===== config.mk =====
export PLATFORM = sky130hd
export DESIGN_NAME = page_mapper
export DESIGN_NICKNAME = d
export VERILOG_FILES = /design/src/rtl/page_mapper_pkg.sv /design/src/rtl/map_mode_ctrl.sv /design/src/rtl/map_table.sv /design/src/rtl/addr_xlate.sv /design/src/rtl/page_mapper.sv
export SDC_FILE = /design/constraint.sdc
export NUM_CORES = 1
export LEC_CHECK = 0
export ABC_AREA = 1
export CORE_MARGIN = 2
export CORE_UTILIZATION = 60
export CTS_CLUSTER_DIAMETER = 200
export DETAILED_ROUTE_END_ITERATION = 10
export DONT_BUFFER_PORTS = 1
export GPL_TIMING_DRIVEN = 0
export PLACE_DENSITY_LB_ADDON = 0.25
export SKIP_LAST_GASP = 1
export SLEW_MARGIN = 0
export SYNTH_ARGS = -nofsm -noshare
export SYNTH_HDL_FRONTEND = slang
export SYNTH_SLANG_ARGS = --single-unit

===== constraint.sdc =====
create_clock -name clk -period 4.7 [get_ports clk]
set_input_delay 0.47 -clock clk [delete_from_list [all_inputs] [get_ports clk]]
set_output_delay 0.47 -clock clk [all_outputs]
set_load 0.1 [all_outputs]

===== src/rtl/page_mapper_pkg.sv =====
package page_mapper_pkg;
    typedef enum logic [0:0] {
        MODE_IDENT = 1'b0,
        MODE_XLATE = 1'b1
    } map_mode_e;
endpackage


===== src/rtl/map_mode_ctrl.sv =====
module map_mode_ctrl
    import page_mapper_pkg::*;
(
    input  logic clk,
    input  logic rst_n,
    input  logic ctrl_wr,
    input  logic ctrl_bit,
    output logic xlate_en
);
    map_mode_e state_q, state_d;

    // state register
    always_ff @(posedge clk) begin
        if (!rst_n) state_q <= MODE_IDENT;
        else        state_q <= state_d;
    end

    // transitions IDENT->XLATE and XLATE->IDENT
    always_comb begin
        state_d = state_q;
        unique case (state_q)
            MODE_IDENT: if (ctrl_wr && ctrl_bit)  state_d = MODE_XLATE;
            MODE_XLATE: if (ctrl_wr && !ctrl_bit) state_d = MODE_IDENT;
            default:    state_d = MODE_IDENT;
        endcase
    end

    // outputs
    always_comb begin
        unique case (state_q)
            MODE_XLATE: xlate_en = 1'b1;
            default:    xlate_en = 1'b0;
        endcase
    end
endmodule


===== src/rtl/map_table.sv =====
module map_table #(
    parameter int IDX_W   = 4,
    parameter int ENTRY_W = 12,
    parameter int DATA_W  = 8,
    parameter int BSEL_W  = 1
) (
    input  logic               clk,
    input  logic               rst_n,
    input  logic               wr_en,
    input  logic [IDX_W-1:0]   acc_idx,
    input  logic [BSEL_W-1:0]  acc_bsel,
    input  logic [DATA_W-1:0]  wdata,
    input  logic [IDX_W-1:0]   xl_idx,
    output logic [ENTRY_W-1:0] xl_entry,
    output logic [DATA_W-1:0]  rd_byte
);
    localparam int DEPTH = 1 << IDX_W;
    localparam int LANES = (ENTRY_W + DATA_W - 1) / DATA_W;
    localparam int PAD_W = LANES * DATA_W;

    logic [ENTRY_W-1:0] mem [DEPTH];
    logic [PAD_W-1:0]   padded;

    always_ff @(posedge clk) begin
        if (!rst_n) begin
            for (int k = 0; k < DEPTH; k++) mem[k] <= '0;
        end else if (wr_en) begin
            for (int i = 0; i < ENTRY_W; i++) begin
                if ((i / DATA_W) == int'(acc_bsel))
                    mem[acc_idx][i] <= wdata[i % DATA_W];
            end
        end
    end

    assign xl_entry = mem[xl_idx];

    always_comb begin
        padded = '0;
        padded[ENTRY_W-1:0] = mem[acc_idx];
        rd_byte = padded[int'(acc_bsel)*DATA_W +: DATA_W];
    end
endmodule


===== src/rtl/addr_xlate.sv =====
module addr_xlate #(
    parameter int CPU_AW  = 16,
    parameter int IDX_W   = 4,
    parameter int ENTRY_W = 12,
    parameter int PHYS_AW = CPU_AW - IDX_W + ENTRY_W
) (
    input  logic [CPU_AW-1:0]  cpu_addr,
    input  logic [ENTRY_W-1:0] entry,
    input  logic               xlate_en,
    output logic [PHYS_AW-1:0] phys_addr
);
    localparam int OFF_W = CPU_AW - IDX_W;

    always_comb begin
        if (xlate_en) phys_addr = {entry, cpu_addr[OFF_W-1:0]};
        else          phys_addr = {{(PHYS_AW-CPU_AW){1'b0}}, cpu_addr};
    end
endmodule


===== src/rtl/page_mapper.sv =====
module page_mapper #(
    parameter int CPU_AW  = 16,
    parameter int IDX_W   = 4,
    parameter int ENTRY_W = 12,
    parameter int DATA_W  = 8,
    parameter int PHYS_AW = CPU_AW - IDX_W + ENTRY_W
) (
    input  logic               clk,
    input  logic               rst_n,
    input  logic [CPU_AW-1:0]  cpu_addr,
    input  logic [DATA_W-1:0]  cpu_wdata,
    input  logic               cpu_we,
    input  logic               map_cs,
    input  logic               ctrl_cs,
    output logic [DATA_W-1:0]  cpu_rdata,
    output logic [PHYS_AW-1:0] phys_addr
);
    localparam int LANES  = (ENTRY_W + DATA_W - 1) / DATA_W;
    localparam int BSEL_W = (LANES > 1) ? $clog2(LANES) : 1;

    logic               xlate_en;
    logic [ENTRY_W-1:0] xl_entry;
    logic [DATA_W-1:0]  tbl_byte;

    map_mode_ctrl mode_i (
        .clk      (clk),
        .rst_n    (rst_n),
        .ctrl_wr  (ctrl_cs && cpu_we),
        .ctrl_bit (cpu_wdata[0]),
        .xlate_en (xlate_en)
    );

    map_table #(
        .IDX_W(IDX_W), .ENTRY_W(ENTRY_W), .DATA_W(DATA_W), .BSEL_W(BSEL_W)
    ) table_i (
        .clk      (clk),
        .rst_n    (rst_n),
        .wr_en    (map_cs && cpu_we),
        .acc_idx  (cpu_addr[BSEL_W +: IDX_W]),
        .acc_bsel (cpu_addr[BSEL_W-1:0]),
        .wdata    (cpu_wdata),
        .xl_idx   (cpu_addr[CPU_AW-1 -: IDX_W]),
        .xl_entry (xl_entry),
        .rd_byte  (tbl_byte)
    );

    addr_xlate #(
        .CPU_AW(CPU_AW), .IDX_W(IDX_W), .ENTRY_W(ENTRY_W), .PHYS_AW(PHYS_AW)
    ) xlate_i (
        .cpu_addr  (cpu_addr),
        .entry     (xl_entry),
        .xlate_en  (xlate_en),
        .phys_addr (phys_addr)
    );

    always_comb begin
        cpu_rdata = '0;
        if (!cpu_we) begin
            if (map_cs)       cpu_rdata = tbl_byte;
            else if (ctrl_cs) cpu_rdata = {{(DATA_W-1){1'b0}}, xlate_en};
        end
    end
endmodule


Word-level counts from Yosys, hierarchy flattened
Memory sizes are Yosys's and may differ from the RTL's.
Index checks and enable logic that the tools add are counted.
Widths: inputs -> output; s select.
{"block": "word_totals", "regBits": 1, "latchBits": 0, "ram_bits": 192, "in_bits": 29, "memories": 1, "output_inout_bits": 32, "word_cells": 30, "rom_bits": 0}
{"memory": "table_i.mem", "words": 16, "word_bits": 12, "read_ports": 2, "rd_clocked_by_memory_dff": 0, "write_ports": 16, "line": "map_table.sv:21", "source": "logic [ENTRY_W-1:0] mem [DEPTH];"}
{"block": "classes", "n_bitwise": 1, "eq_ne": 0, "n_div": 0, "n_mux": 20, "n_reduce_logical": 6, "multipliers": 0, "magnitude_cmp": 0, "add_sub_neg": 0, "shift": 1}
{"op": "$mux 24", "n": 1}
{"op": "$mux 8", "n": 2}
{"op": "$shiftx 16x5->8", "n": 1}
{"op": "$mux 1", "n": 13}
{"op": "$mux 12", "n": 1}
{"op": "$reduce_or 12->1", "n": 1}
{"op": "$logic_and 1x1->1", "n": 4}
{"op": "$mux 4", "n": 1}
{"op": "$mux 2", "n": 1}
{"op": "$pmux 1 s2", "n": 1}
{"op": "$logic_not 1->1", "n": 1}
{"op": "$not 1->1", "n": 1}

Depth between registers and ports, before layout
{"block": "logic_depth", "word_depth": 6, "ltp_mapped": 12}

Hierarchy
A second synthesis with hierarchy kept.
{"block": "hier_totals", "cells_unflattened": 1500, "hier_area_um2": 11372.2}
{"module": "map_table", "n_inst": 1, "cells_per_inst": 1425, "area_each_um2": 11003.1}
{"module": "addr_xlate", "n_inst": 1, "cells_per_inst": 42, "area_each_um2": 210.2}
{"module": "page_mapper", "n_inst": 1, "cells_per_inst": 27, "area_each_um2": 117.6}
{"module": "map_mode_ctrl", "n_inst": 1, "cells_per_inst": 6, "area_each_um2": 41.3}

Least setup slack after synthesis
OpenSTA, ideal clock, no wires.
{"block": "synth_path", "kind": "in2out", "start": "in cpu_addr[12]", "end": "out phys_addr[18]", "path_slack_ns": 0.846, "cell_stages": 7, "path_buffers": 2, "arrival_ns": 3.384, "path_cell_list": "buf_4 inv_1 clkbuf_1 o21ai_0 o221ai_1 o21ai_0 o21ai_0"}
{"block": "synth_via", "elab_chain_len": 2}
{"item": "start, declared", "line": "page_mapper.sv:10", "source": "input logic [CPU_AW-1:0] cpu_addr,"}
{"item": "$mem_v2 16x12"}
{"item": "$mux 24", "line": "addr_xlate.sv:15", "source": "if (xlate_en) phys_addr = {entry, cpu_addr[OFF_W-1:0]};"}
{"item": "end, declared", "line": "page_mapper.sv:16", "source": "output logic [PHYS_AW-1:0] phys_addr"}
No other way between the ends.

Worst setup path after layout
{"block": "layout_path", "start": "in cpu_addr[13]", "end": "out phys_addr[22]"}
Same word-level chain as after synthesis.

==> results.py <==
metrics = {
    "run_status": {
        "status": "finished clean",
    },
    "logic_synthesis": {
        "synth_cell_types": 27,
        "synth-async-reset-ratio_pct": 0,
        "ys_seq_elements": 193,
        "yosys_warnings": 0,
        "synthesis.nets": 1210,
        "synth_top_area_share_pct": 55.5,
        "avgSynthCellArea_um2": 8.80,
        "syn_area_mm2": 0.0104,
        "ys.flop_type": "edfxtp_1",
        "post-synth-top-area-cell": "edfxtp_1",
        "netlist_instances": 1181,
        "synth_edf_count": 192,
        "ys_seq_area_share_pct": 55.7,
        "synth_area_leaders": "edfxtp_1 (55%), nor2_1 (10%), nand2_1 (9.0%)",
    },
    "drt": {
        "via_per_inst": 7.00,
        "ant_nets": 0,
        "num_vias": 10100,
        "drtPass1Iterations": 9,
        "detail_route.iter0.violations": 2082,
        "drc": 0,
        "wire_per_inst_um": 29.7,
        "routed_wl_um": 42700,
    },
    "min_path": {
        "hold_class": "input pin to flip-flop",
    },
    "worst_setup_path": {
        "critPathKind": "input pin to output pin",
        "cp_max_fo": 10,
        "critPathLaunchType": "input pin",
        "r2r_slack_ns": 3.54,
        "critPathCaptureType": "output pin",
        "cp.arrival_ns": 3.32,
        "critPathRequiredTime_ns": 4.23,
    },
    "global_routing": {
        "antenna_found_initial": 1,
        "grt_overflow": 0,
        "grt_max_degree": 21,
        "grt_usage_pct": 47.4,
        "first_global_vias": 9231,
        "grt_pass1_wl_um": 60700,
    },
    "clock_network": {
        "hold_buffers": 0,
        "clock-sinks": 193,
        "htree_num_levels": 4,
        "cts_tree": "done",
        "cts-root-buf": "clkbuf_16",
        "clkSlewWorstSetupHoldPaths_ns": 0.07,
        "clock_path_buffers": 2,
        "cts_resized": 0,
        "cts_setup_buffers": 0,
        "cts_buffers": 17,
        "clock_latency_ns": 0.44,
    },
    "layout": {
        "nFillCells": 1452,
        "instances_no_fill": 1438,
        "reg_top3": "table_i.mem: 192 flops",
        "max_flop_register": "table_i.mem",
        "largest_reg_flops": 192,
        "multi_input_area_mm2": 0.00405,
        "drive_above_1_share_pct": 9.81,
        "syn_to_final_growth_pct": 8.85,
        "ff_latch_area_mm2": 0.00579,
        "finalNetCount": 1229,
        "n_antenna_cell": 0,
    },
    "timing": {
        "fmax_mhz": 264,
        "worst_pin_slew_ns": 1.26,
        "rsz0062_at_grt": "false",
        "setup_tns_ns": 0,
        "finalHoldViolations": 0,
        "finalSetupViolCount": 0,
        "slew_headroom_pct": 16.1,
        "fin_worst_skew_ns": 0,
        "period_share_pct": 80.5,
        "slew_viol_final": 0,
        "fin_crit_ns": 3.79,
    },
    "floorplan": {
        "rows": 48,
        "die_w_um": 136,
        "dieArea_mm2": 0.0184,
        "chipHeight_um": 136,
        "initial_core_util_pct": 60.7,
        "core_area_mm2": 0.0171,
        "pin_count": 61,
    },
    "job": {
        "maxCapViolCount": 0,
    },
    "placement": {
        "place_inst": 1406,
        "hpwl_um": 29100,
        "place.gp.congestion": 1.03,
        "portBuffers": 0,
    },
    "power": {
        "cellPowerDensity_mw_per_mm2": 368,
        "p_leak_uw": 0.00439,
        "peakVddDrop_v": 0.000302,
    },
}
report_power, final:
group | internal (uW) | switching, uW | total, uW
Clock | 714 | 760 | 1470
Sequential | 1980 | 65.7 | 2050
Combinational | 128 | 518 | 646
cell usage after synthesis (4+ instances only):
| master | count |
|---|---|
| nor2_1 | 284 |
| nand2_1 | 250 |
| edfxtp_1 | 192 |
| o21ai_0 | 90 |
| a22oi_1 | 77 |
| nand3_1 | 68 |
| clkbuf_1 | 43 |
| buf_2 | 33 |
| inv_1 | 25 |
| a21oi_1 | 21 |
| buf_4 | 19 |
| o221ai_1 | 17 |
| o211ai_1 | 15 |
| nand3_2 | 11 |
| o22ai_1 | 7 |
| buf_1 | 4 |
| inv_2 | 4 |
| nor2_2 | 4 |
| nor3_1 | 4 |
cells by family after synthesis:
group                  count (synthesis)  synth area share (%)
buffers and inverters                130                  5.78
flip-flops                           193                  55.7
AND/OR/NAND/NOR                      626                  24.4
AO/OA/AOI/OAI                        232                  14.2
layout make-up:
cell class / count / share of cell area (%)
plain buffers: 99 / 4.28
clock buffers: 17 / 3.76
clock inverters: 15 / 1.45
inverters: 31 / 1.03
multi-input cells: 858 / 35.8
flip-flops and latches: 193 / 51.2
well taps: 225 / 2.49
per-stage QoR:
stage | cell area, um^2 | hold WS, ns | worst slack, ns | utilization [%] | total power (uW)
2_1_floorplan | 10400 | 0.607 | 0.846 | - | 2470
3_3_place_gp | 10700 | 0.636 | 0.113 | 62.4 | 2670
3_5_place_dp | 10700 | 0.643 | 1.10 | 62.6 | 2680
4_1_cts | 11300 | 0.186 | 1.10 | 66.1 | 4090
5_1_grt | 11300 | 0.197 | 0.944 | 66.1 | 4220
6_report | 11300 | 0.191 | 0.914 | 66.1 | 4170
layout by cell type (no fill, tap or decap), types with 19 or more instances in the layout:
| master | synthesis | routed |
|---|---|---|
| buf_2 | 33 | 33 |
| o21ai_0 | 90 | 87 |
| inv_1 | 25 | 25 |
| nor2_1 | 284 | 280 |
| clkbuf_1 | 43 | 43 |
| buf_4 | 19 | 19 |
| a22oi_1 | 77 | 76 |
| nand2_1 | 250 | 250 |
| nand3_1 | 68 | 68 |
| edfxtp_1 | 192 | 192 |
critical path, cell delays in order:
cell      delay, ns
buf_2          0.20
inv_2          0.29
clkbuf_1       0.65
o21ai_0        0.25
o221ai_1       0.30
nand3_1        0.18
a21oi_2        0.96
final timing paths:
path / end / cells past startpoint / start
setup / recovery: phys_addr[22] / 7 / cpu_addr[13]
hold / removal: flip-flop / 2 / ctrl_cs
setup reg to reg: flip-flop / 2 / flip-flop
hold reg to reg: flip-flop / 2 / flip-flop
routing by layer:
layer | track usage [%] | up-vias | share of wire [%] | wire length (um)
li1 | - | 4130 | - | -
met1 | 64.2 | 4566 | 34 | 14700
met2 | 66.0 | 1086 | 41 | 17400
met3 | 16.6 | 280 | 17 | 7360
met4 | 27.7 | 2 | 7.5 | 3190
met5 | 0 | - | 0.091 | 39
Power figures use the tool's default switching activity.
